`src/rtl/pfd_pkg.sv`:
```
package pfd_pkg;

   localparam int TYPE_W = 3;

   typedef enum logic [TYPE_W-1:0] {
      RQ_LOAD   = 3'd0,
      RQ_STORE  = 3'd1,
      RQ_FETCH  = 3'd2,
      RQ_ATOMIC = 3'd3
   } rq_type_e;

   typedef enum logic [1:0] {
      EV_PF_LOAD  = 2'd0,
      EV_PF_FETCH = 2'd1,
      EV_PF_STORE = 2'd2,
      EV_REPLACE  = 2'd3
   } ev_kind_e;

   typedef enum logic [1:0] {
      MSG_RD_SHARED = 2'd0,
      MSG_RD_INSTR  = 2'd1,
      MSG_RD_EXCL   = 2'd2
   } msg_kind_e;

endpackage

```
`src/rtl/pfd_type_decode.sv`:
```
module pfd_type_decode
   import pfd_pkg::*;
(
   input  logic [TYPE_W-1:0] rq_type,
   output logic              type_ok,
   output logic              for_icache,
   output ev_kind_e          pf_kind
);

   always_comb begin
      type_ok    = 1'b1;
      for_icache = 1'b0;
      pf_kind    = EV_PF_LOAD;
      case (rq_type)
         RQ_LOAD:   pf_kind = EV_PF_LOAD;
         RQ_FETCH:  begin
            pf_kind    = EV_PF_FETCH;
            for_icache = 1'b1;
         end
         RQ_STORE,
         RQ_ATOMIC: pf_kind = EV_PF_STORE;
         default:   type_ok = 1'b0;
      endcase
   end

endmodule

```
`src/rtl/pfd_route.sv`:
```
module pfd_route #(
   parameter int ADDR_W = 32
) (
   input  logic              for_icache,
   input  logic [ADDR_W-1:0] line_addr,
   input  logic              ic_present,
   input  logic              dc_present,
   input  logic              ic_way_free,
   input  logic              dc_way_free,
   input  logic [ADDR_W-1:0] ic_victim,
   input  logic [ADDR_W-1:0] dc_victim,
   output logic              need_evict,
   output logic              in_dcache,
   output logic              present,
   output logic [ADDR_W-1:0] out_addr
);

   logic home_hit, other_hit, home_free;
   logic [ADDR_W-1:0] home_victim;

   // The target cache is searched before the other one.
   assign home_hit    = for_icache ? ic_present  : dc_present;
   assign other_hit   = for_icache ? dc_present  : ic_present;
   assign home_free   = for_icache ? ic_way_free : dc_way_free;
   assign home_victim = for_icache ? ic_victim   : dc_victim;

   always_comb begin
      need_evict = 1'b0;
      present    = 1'b0;
      in_dcache  = !for_icache;
      out_addr   = line_addr;
      if (home_hit) begin
         present = 1'b1;
      end else if (other_hit) begin
         present   = 1'b1;
         in_dcache = for_icache;
      end else if (!home_free) begin
         need_evict = 1'b1;
         out_addr   = home_victim;
      end
   end

endmodule

```
`src/rtl/pfd_msg_pipe.sv`:
```
module pfd_msg_pipe #(
   parameter int ADDR_W    = 32,
   parameter int LAT       = 2,
   parameter int BANK_LO   = 6,
   parameter int BANK_BITS = 2
) (
   input  logic                 clk,
   input  logic                 rst_n,
   input  logic                 in_valid,
   input  logic [1:0]           in_kind,
   input  logic [ADDR_W-1:0]    in_addr,
   output logic                 out_valid,
   output logic [1:0]           out_kind,
   output logic [ADDR_W-1:0]    out_addr,
   output logic [BANK_BITS-1:0] out_bank
);

   localparam int LAST = LAT - 1;

   logic [LAT-1:0]       st_v;
   logic [1:0]           st_k [LAT];
   logic [ADDR_W-1:0]    st_a [LAT];
   logic [BANK_BITS-1:0] st_b [LAT];

   for (genvar g = 0; g < LAT; g++) begin : g_stage
      if (g == 0) begin : g_head
         always_ff @(posedge clk) begin
            if (!rst_n) begin
               st_v[0] <= 1'b0;
            end else begin
               st_v[0] <= in_valid;
            end
            st_k[0] <= in_kind;
            st_a[0] <= in_addr;
            st_b[0] <= in_addr[BANK_LO +: BANK_BITS];
         end
      end else begin : g_body
         always_ff @(posedge clk) begin
            if (!rst_n) begin
               st_v[g] <= 1'b0;
            end else begin
               st_v[g] <= st_v[g-1];
            end
            st_k[g] <= st_k[g-1];
            st_a[g] <= st_a[g-1];
            st_b[g] <= st_b[g-1];
         end
      end
   end

   assign out_valid = st_v[LAST];
   assign out_kind  = st_k[LAST];
   assign out_addr  = st_a[LAST];
   assign out_bank  = st_b[LAST];

endmodule

```
`src/rtl/pfd_enq_stage.sv`:
```
module pfd_enq_stage
   import pfd_pkg::*;
#(
   parameter int ADDR_W = 32
) (
   input  logic              clk,
   input  logic              rst_n,
   input  logic              in_valid,
   input  logic [ADDR_W-1:0] in_addr,
   input  logic [TYPE_W-1:0] in_type,
   output logic              out_valid,
   output logic [ADDR_W-1:0] out_addr,
   output logic [TYPE_W-1:0] out_type,
   output logic              out_super
);

   always_ff @(posedge clk) begin
      if (!rst_n) begin
         out_valid <= 1'b0;
         out_super <= 1'b0;
      end else begin
         out_valid <= in_valid;
         out_super <= in_valid;
      end
      out_addr <= in_addr;
      out_type <= in_type;
   end

endmodule

```
`src/rtl/pf_dispatch_filter.sv`:
```
module pf_dispatch_filter
   import pfd_pkg::*;
#(
   parameter int ADDR_W    = 32,
   parameter int REQ_LAT   = 2,
   parameter int BANK_LO   = 6,
   parameter int BANK_BITS = 2
) (
   input  logic                 clk,
   input  logic                 rst_n,
   input  logic                 hp_busy,
   input  logic                 head_valid,
   input  logic [ADDR_W-1:0]    head_addr,
   input  logic [2:0]           head_type,
   output logic [ADDR_W-1:0]    qry_addr,
   input  logic                 ic_present,
   input  logic                 dc_present,
   input  logic                 ic_way_free,
   input  logic                 dc_way_free,
   input  logic [ADDR_W-1:0]    ic_victim,
   input  logic [ADDR_W-1:0]    dc_victim,
   output logic                 evt_valid,
   output logic [1:0]           evt_kind,
   output logic                 evt_in_dcache,
   output logic                 evt_present,
   output logic [ADDR_W-1:0]    evt_addr,
   input  logic                 evt_ready,
   output logic                 type_err,
   output logic                 head_pop,
   output logic                 msg_valid,
   output logic [1:0]           msg_kind,
   output logic [ADDR_W-1:0]    msg_addr,
   output logic [BANK_BITS-1:0] msg_bank,
   input  logic                 enq_valid,
   input  logic [ADDR_W-1:0]    enq_addr,
   input  logic [2:0]           enq_type,
   output logic                 enq_out_valid,
   output logic [ADDR_W-1:0]    enq_out_addr,
   output logic [2:0]           enq_out_type,
   output logic                 enq_out_super
);

   if (REQ_LAT < 1) begin : g_bad_lat
      $error("REQ_LAT must be at least 1");
   end
   if (BANK_BITS < 1 || BANK_LO + BANK_BITS > ADDR_W) begin : g_bad_bank
      $error("bank field must lie inside the line address");
   end

   logic     type_ok, for_icache, need_evict, rt_dcache, rt_present;
   logic     polled, consume, fill;
   ev_kind_e pf_kind;
   logic [ADDR_W-1:0] rt_addr;

   assign qry_addr = head_addr;
   assign polled   = head_valid && !hp_busy;

   pfd_type_decode u_decode (
      .rq_type    (head_type),
      .type_ok    (type_ok),
      .for_icache (for_icache),
      .pf_kind    (pf_kind)
   );

   pfd_route #(.ADDR_W(ADDR_W)) u_route (
      .for_icache  (for_icache),
      .line_addr   (head_addr),
      .ic_present  (ic_present),
      .dc_present  (dc_present),
      .ic_way_free (ic_way_free),
      .dc_way_free (dc_way_free),
      .ic_victim   (ic_victim),
      .dc_victim   (dc_victim),
      .need_evict  (need_evict),
      .in_dcache   (rt_dcache),
      .present     (rt_present),
      .out_addr    (rt_addr)
   );

   assign evt_valid     = polled && type_ok;
   assign type_err      = polled && !type_ok;
   assign evt_kind      = need_evict ? EV_REPLACE : pf_kind;
   assign evt_in_dcache = rt_dcache;
   assign evt_present   = rt_present;
   assign evt_addr      = rt_addr;

   assign consume  = evt_valid && evt_ready && !need_evict;
   assign head_pop = consume;
   assign fill     = consume && !rt_present;

   pfd_msg_pipe #(
      .ADDR_W(ADDR_W), .LAT(REQ_LAT), .BANK_LO(BANK_LO), .BANK_BITS(BANK_BITS)
   ) u_msg (
      .clk       (clk),
      .rst_n     (rst_n),
      .in_valid  (fill),
      .in_kind   (pf_kind),
      .in_addr   (head_addr),
      .out_valid (msg_valid),
      .out_kind  (msg_kind),
      .out_addr  (msg_addr),
      .out_bank  (msg_bank)
   );

   pfd_enq_stage #(.ADDR_W(ADDR_W)) u_enq (
      .clk       (clk),
      .rst_n     (rst_n),
      .in_valid  (enq_valid),
      .in_addr   (enq_addr),
      .in_type   (enq_type),
      .out_valid (enq_out_valid),
      .out_addr  (enq_out_addr),
      .out_type  (enq_out_type),
      .out_super (enq_out_super)
   );

   assert_busy_quiet_R7: assert property (@(posedge clk) disable iff (!rst_n)
      hp_busy |-> !evt_valid && !type_err && !head_pop);

   assert_repl_no_pop_R5: assert property (@(posedge clk) disable iff (!rst_n)
      (evt_valid && evt_kind == EV_REPLACE) |-> !head_pop);

   assert_pop_needs_ready_R6: assert property (@(posedge clk) disable iff (!rst_n)
      head_pop |-> evt_ready && evt_valid);

   assert_bad_type_R1: assert property (@(posedge clk) disable iff (!rst_n)
      (head_valid && !hp_busy && head_type > 3'd3) |-> type_err && !evt_valid);

   assert_msg_bank_R8: assert property (@(posedge clk) disable iff (!rst_n)
      msg_valid |-> msg_bank == msg_addr[BANK_LO +: BANK_BITS] && msg_kind != 2'd3);

   assert_enq_delay_R9: assert property (@(posedge clk) disable iff (!rst_n)
      enq_valid |=> enq_out_valid && enq_out_super && enq_out_addr == $past(enq_addr));

endmodule

```
`config.mk`:
```
export PLATFORM = sky130hd
export DESIGN_NAME = pf_dispatch_filter
export DESIGN_NICKNAME = d
export VERILOG_FILES = /design/src/rtl/pfd_pkg.sv /design/src/rtl/pfd_type_decode.sv /design/src/rtl/pfd_route.sv /design/src/rtl/pfd_msg_pipe.sv /design/src/rtl/pfd_enq_stage.sv /design/src/rtl/pf_dispatch_filter.sv
export SDC_FILE = /design/constraint.sdc
export NUM_CORES = 1
export LEC_CHECK = 0
export BUFFER_PORTS_ARGS = -buffer_cell sky130_fd_sc_hd__buf_2
export CORE_MARGIN = 1
export CORE_UTILIZATION = 30
export CTS_BUF_LIST = sky130_fd_sc_hd__clkbuf_8
export DETAILED_ROUTE_END_ITERATION = 10
export PLACE_DENSITY = 0.71
export SLEW_MARGIN = 20
export SYNTH_ARGS = -nofsm -noshare
export SYNTH_HDL_FRONTEND = slang
export SYNTH_SLANG_ARGS = --single-unit
```
`constraint.sdc`:
```
create_clock -name clk -period 2.05 [get_ports clk]
set_input_delay 0.1025 -clock clk [delete_from_list [all_inputs] [get_ports clk]]
set_output_delay 0.1025 -clock clk [all_outputs]
set_load 0.01 [all_outputs]
```
==> results of run 1 <==
-- through the flow --
| step | power, W | hold WS (ns) | worst slack, ns |
|---|---|---|---|
| after global routing | 0.00446 | 0.0221 | 0.182 |
| after detailed placement | 0.00296 | 0.206 | 0.294 |
| after floorplan | 0.00269 | 0.130 | 0.725 |
| final | 0.00423 | 0.0407 | 0.262 |
| after CTS | 0.00430 | 0.00628 | 0.297 |
| after global placement | 0.00296 | 0.205 | 0.331 |
-- final cells by class --
type / count / area (sq um)
inverter: 35 / 136
timing repair buffer: 370 / 2280
tap: 184 / 230
sequential: 106 / 2120
clock inverter: 6 / 57.6
fill: 1387 / 8150
multi-input combinational: 210 / 1490
clock buffer: 9 / 124
-- state kept, by name, indices dropped and copies added (netlist names) --
signal,count
u_enq.out_valid,1
u_msg.st_k,4
u_msg.out_valid,1
u_msg.st_a,61
u_msg.st_v,1
u_enq.out_addr,32
u_enq.out_type,3
u_msg.st_b,3
-- synthesized netlist by cell type (2+ instances only) --
cell type / number / share of area [%]
and2_1: 2 / 0.28
buf_12: 3 / 1.3
buf_2: 9 / 1.0
buf_4: 72 / 12
buf_6: 4 / 1.0
clkbuf_1: 14 / 1.2
dfxtp_1: 106 / 47
inv_1: 33 / 2.8
mux2i_1: 33 / 7.4
nand2_1: 3 / 0.25
nor2_1: 33 / 2.8
nor2b_1: 33 / 4.6
nor4_1: 32 / 4.5
o21ai_0: 33 / 3.7
o221a_1: 32 / 8.0
-- cell families after synthesis --
family                 count (synthesis)  share of synthesized area (%)
AOI/OAI and AO/OA                     69                           12.5
and+or+nand+nor                      108                           13.3
DFF                                  106                           47.3
buffers and inverters                137                           19.6
muxes                                 33                           7.36
-- cell usage in the layout (no fill, tap or decap) --
cell and instances:
buf_2 288, dfxtp_1 106, dlygate4sd3_1 73, inv_1 33, nor2_1 33, mux2i_1 33, nor2b_1 33, o21ai_0 33
nor4_1 32, o221a_1 32, clkbuf_8 9, buf_4 6, clkinv_4 3, nand2_1 3, buf_12 3, and2_1 2
inv_8 2, inv_6 2, or3b_4 1, or3_1 1, inv_2 1, a21oi_4 1, nor3b_1 1, and3b_1 1
a21o_1 1, a21oi_1 1, o21ai_1 1, nor3_2 1
-- worst max-delay path, delay by kind of cell --
kind	cells	cell delay [ns]
buffers and inverters	4	0.66
muxes	1	0.23
AOI/OAI and AO/OA	1	0.22
and+or+nand+nor	1	0.44
-- worst max path at each step --
stage	slack (ns)	to	cells past startpoint
after floorplan	0.73	evt_kind[1]	5
after global placement	0.33	evt_addr[7]	7
after detailed placement	0.29	evt_addr[13]	7
after CTS	0.30	evt_addr[13]	7
after global routing	0.18	evt_addr[3]	7
final	0.26	evt_addr[3]	7
-- power by group through the flow --
| stage | sequential (W) | clock (W) | combinational (W) |
|---|---|---|---|
| after floorplan | 0.00226 | 0 | 0.000431 |
| after global placement | 0.00223 | 0 | 0.000722 |
| after detailed placement | 0.00224 | 0 | 0.000725 |
| after global routing | 0.00220 | 0.00136 | 0.000901 |
| final | 0.00219 | 0.00120 | 0.000838 |
| after CTS | 0.00219 | 0.00128 | 0.000833 |
-- layer usage --
metal | track usage [%] | up-vias | part of all wire (%)
li1 | - | 2037 | -
met5 | 0 | - | 0
met2 | 29.4 | 180 | 52
met4 | 6.17 | 0 | 1.8
met3 | 3.78 | 17 | 6.2
met1 | 16.6 | 1922 | 40
==> run metrics, run 1 <==
outcome=finished, final reports clean; syn avg cell area=9.91 sq um; Worst path max stage delay=0.44 ns; Slowest-stage cell, CP=or3b_4; final net count=876; Final Non-Filler Cells=920; per-cell routed wire length=13.9 um; Worst-path clk slew=0.10 ns; final setup fails=0; Layout Utilization=44.1%; Final Cell Area=6430 sq um; CTS root buf=clkbuf_8; hold endpoint=u_msg.st_v[0]; Period minus WS final=1.79 ns; drt pass-1 iters=4; Post-Syn Instances=453; Slew Limit Fails=0; Flop pwr share=51.7%; I/O Buffers=288; total track usage=15.7%; crit path launch type=primary input; CTS tree=yes; worst-path cell chain=buf_2, or3b_4, clkinv_4, buf_12, mux2i_1, o221a_1, buf_2; clock share of power=28.4%; layout cell share with drive strength beyond 1=43.1%; vias in the first global route=3912; EDFF count, synth=0; DRC=0; R2R depth=1; clock tree buffer depth=2; flops & latches, synth=106; Synthesis Warnings=0; hold_buf cts=73; Routed Antenna Nets=0; ys async rst share=0%; RR Endpoint=u_msg.out_valid; Tcrit/Tclk final=87.2%; Slew @ Worst Pin=0.366 ns; Crit Path Category=in -> out; Leak=3.05 nW; grt total ovfl=0; setup TNS=0 ns; hold depth=4; Max-Cap Viols=0; most frequent CP cell=buf_2; CP Max Fanout=30; worst reg2reg path startpoint=u_msg.st_v[0]; clock latency on the worst-skew pair=0.37 ns; Hold Crit Start=hp_busy; combinational power share=19.8%; internal power=0.00306 W; Critical Path End Type=primary output; routability-driven placement congestion ratio=0.826; RSZ-0062 raised after global routing=no; HPWL after DPL=8360 um; Slew headroom=75.6%; worst min-delay path class=in -> reg; Worst EP arrival=1.69 ns; r2r setup slk=1.53 ns; Starting Density=30.8%; pin count of the biggest net entering global routing=98; post-place instance area=5520 sq um; WP data required=1.95 ns; number of post-CTS setup repair buffers=0; Diodes inserted=0; routed vias/inst=4.52; Synth Flop Type=dfxtp_1; Fmax=559 MHz; placed cell count=832; pwr dens=657 nW/um^2; Core Box Area=14600 sq um; worst setup path start=head_type[0]; Post-Route WL=12700 um; sequential area share after synthesis=47.3%; initial DRC count=117; H-tree levels=3; Sw Ratio=27.6%; total number of vias=4156; Mapped Area=4490 sq um; Yosys cell types=26; Die H=124 um; Std-Cell Rows=44; Worst IR Drop VDD=0.422 mV; Area growth syn-to-layout=43.3%; PostCTS Resize Cnt=0; total die area=15500 sq um; Final Hold Fails=0; Die W=124 um; final clock skew=0.0106 ns; CTS sink count=106; Net Switching=0.00117 W; cts bufs inserted=9; initial antenna violation count=0; IO Pins=289; global-route wire length before repair=19300 um; Synth Net Count=597
Note: power is estimated with default switching activity, not from simulation.
==> run 2: changes to the inputs <==
clock period = 2.1 ns   (was 2.05 ns; I/O delays follow)
==> run 2 against run 1 <==
  * Die area unchanged
  * Cell area up 0.12%
  * Largest power group unchanged
  * Worst setup slack better by 0.080 ns
  * Clock power about the same
  * Clock-buffer cell count unchanged
  * Sequential cell count unchanged
  * Critical path type unchanged
  * Register-to-register slack better by 0.05 ns
  * Wire length up 1.2%
  * Combinational power down 2.5%
  * First-iteration DRC count up 3.4%
==> run metrics, run 2 (same netlist as run 1, synthesis figures left out) <==
outcome=finished, final reports clean; Hold Crit Start=hp_busy; final setup fails=0; total die area=15500 sq um; DRC=0; pwr dens=647 nW/um^2; most frequent cells in the layout=buf_2, dfxtp_1, dlygate4sd3_1; Largest regs=u_msg.st_a: 61 flops, u_enq.out_addr: 32 flops, u_msg.st_k: 4 flops; Std-Cell Rows=44; HPWL after DPL=8370 um; worst min-delay path class=in -> reg; Fmax=569 MHz; Crit Path Category=in -> out; grt total ovfl=0; Critical Path End Type=primary output; max FFs per register=61; final net count=876; CP Max Fanout=16; setup TNS=0 ns; hold_buf cts=73; worst reg2reg path startpoint=u_msg.st_v[0]; Die H=124 um; Leak=3.05 nW; Slew headroom=64.0%; PostCTS Resize Cnt=0; most flop-heavy register=u_msg.st_a; pin count of the biggest net entering global routing=98; clock tree buffer depth=2; per-cell routed wire length=14.0 um; Period minus WS final=1.76 ns; initial antenna violation count=0; Worst EP arrival=1.65 ns; R2R depth=1; cts bufs inserted=9; hold depth=4; RSZ-0062 raised after global routing=no; RR Endpoint=u_msg.out_valid; Tcrit/Tclk final=83.7%; hold endpoint=u_msg.st_v[0]; Final Hold Fails=0; H-tree levels=3; number of post-CTS setup repair buffers=0; Diodes inserted=0; CTS sink count=106; layout cell share with drive strength beyond 1=43.0%; CTS tree=yes; Max-Cap Viols=0; crit path launch type=primary input; CTS root buf=clkbuf_8; drt pass-1 iters=4; Core Box Area=14600 sq um; Starting Density=30.8%; r2r setup slk=1.58 ns; routed vias/inst=4.44; final clock skew=0.0170 ns; vias in the first global route=4032; global-route wire length before repair=20200 um; Slew Limit Fails=0; hold slack=0.0383 ns; routability-driven placement congestion ratio=0.779; Slew @ Worst Pin=0.540 ns; initial DRC count=121; Worst-path clk slew=0.11 ns; Die W=124 um; most common library cell in the layout ignoring fill and taps=buf_2; total track usage=16.4%; Worst IR Drop VDD=0.297 mV; total number of vias=4090; Routed Antenna Nets=0; clock latency on the worst-skew pair=0.37 ns; Area growth syn-to-layout=43.5%; WP data required=2.00 ns; IO Pins=289; I/O Buffers=288; Post-Route WL=12900 um
run 2: cell types whose count changed in the layout (fill, tap and decap cells not counted):
| cell | change |
|---|---|
| clkinv_4 | -1 |
| clkinv_8 | +1 |
| clkinvlp_4 | +1 |
| inv_1 | +1 |
| inv_8 | -1 |
run 2: critical path, cell delays in order:
cell	delay (ns)
buf_2	0.21
or3_1	0.63
buf_4	0.32
o221a_1	0.23
buf_2	0.14
run 2: report_power, final:
group / switching [W] / internal (W)
Clock: 0.000754 / 0.000457
Sequential: 0.0000232 / 0.00211
Combinational: 0.000397 / 0.000420
Total: 0.00117 / 0.00299
run 2: cell type report:
| type | instances | area (sq um) |
|---|---|---|
| timing repair buffer | 370 | 2280 |
| clock inverter | 7 | 65.1 |
| tap | 184 | 230 |
| multi-input combinational | 210 | 1490 |
| sequential | 106 | 2120 |
| inverter | 35 | 136 |
| clock buffer | 9 | 124 |
| fill | 1408 | 8150 |
run 2: how the worst max path moves through the flow:
stage               cells past startpoint  slack (ns)           to         start
global placement                        5        0.35  evt_addr[5]    dc_present
detailed placement                      5        0.33  evt_addr[5]    dc_present
floorplan                               5        0.77  evt_kind[1]  head_type[0]
finish                                  5        0.34  evt_addr[5]    ic_present
global route                            7        0.27  evt_addr[3]  head_type[2]
CTS                                     5        0.33  evt_addr[5]    dc_present
run 2: through the flow:
step                setup slack (ns)  util [%]  instances  total power, W  instance area, sq um
floorplan                      0.770         -        453         0.00262                  4490
global placement               0.354      37.9        832         0.00289                  5520
detailed placement             0.330      37.9        832         0.00289                  5520
CTS                            0.328      44.2        921         0.00423                  6440
global route                   0.272      44.2        921         0.00440                  6440
finish                         0.342      44.2        921         0.00417                  6440
run 2: per-layer routing:
layer / routed length [um] / part of all wire [%] / vias to the layer above / global-route usage (%)
li1: - / - / 2034 / -
met1: 5240 / 41 / 1845 / 18.1
met2: 6580 / 51 / 182 / 29.6
met3: 771 / 6.0 / 29 / 3.99
met4: 307 / 2.4 / 0 / 6.80
met5: 0 / 0 / - / 0
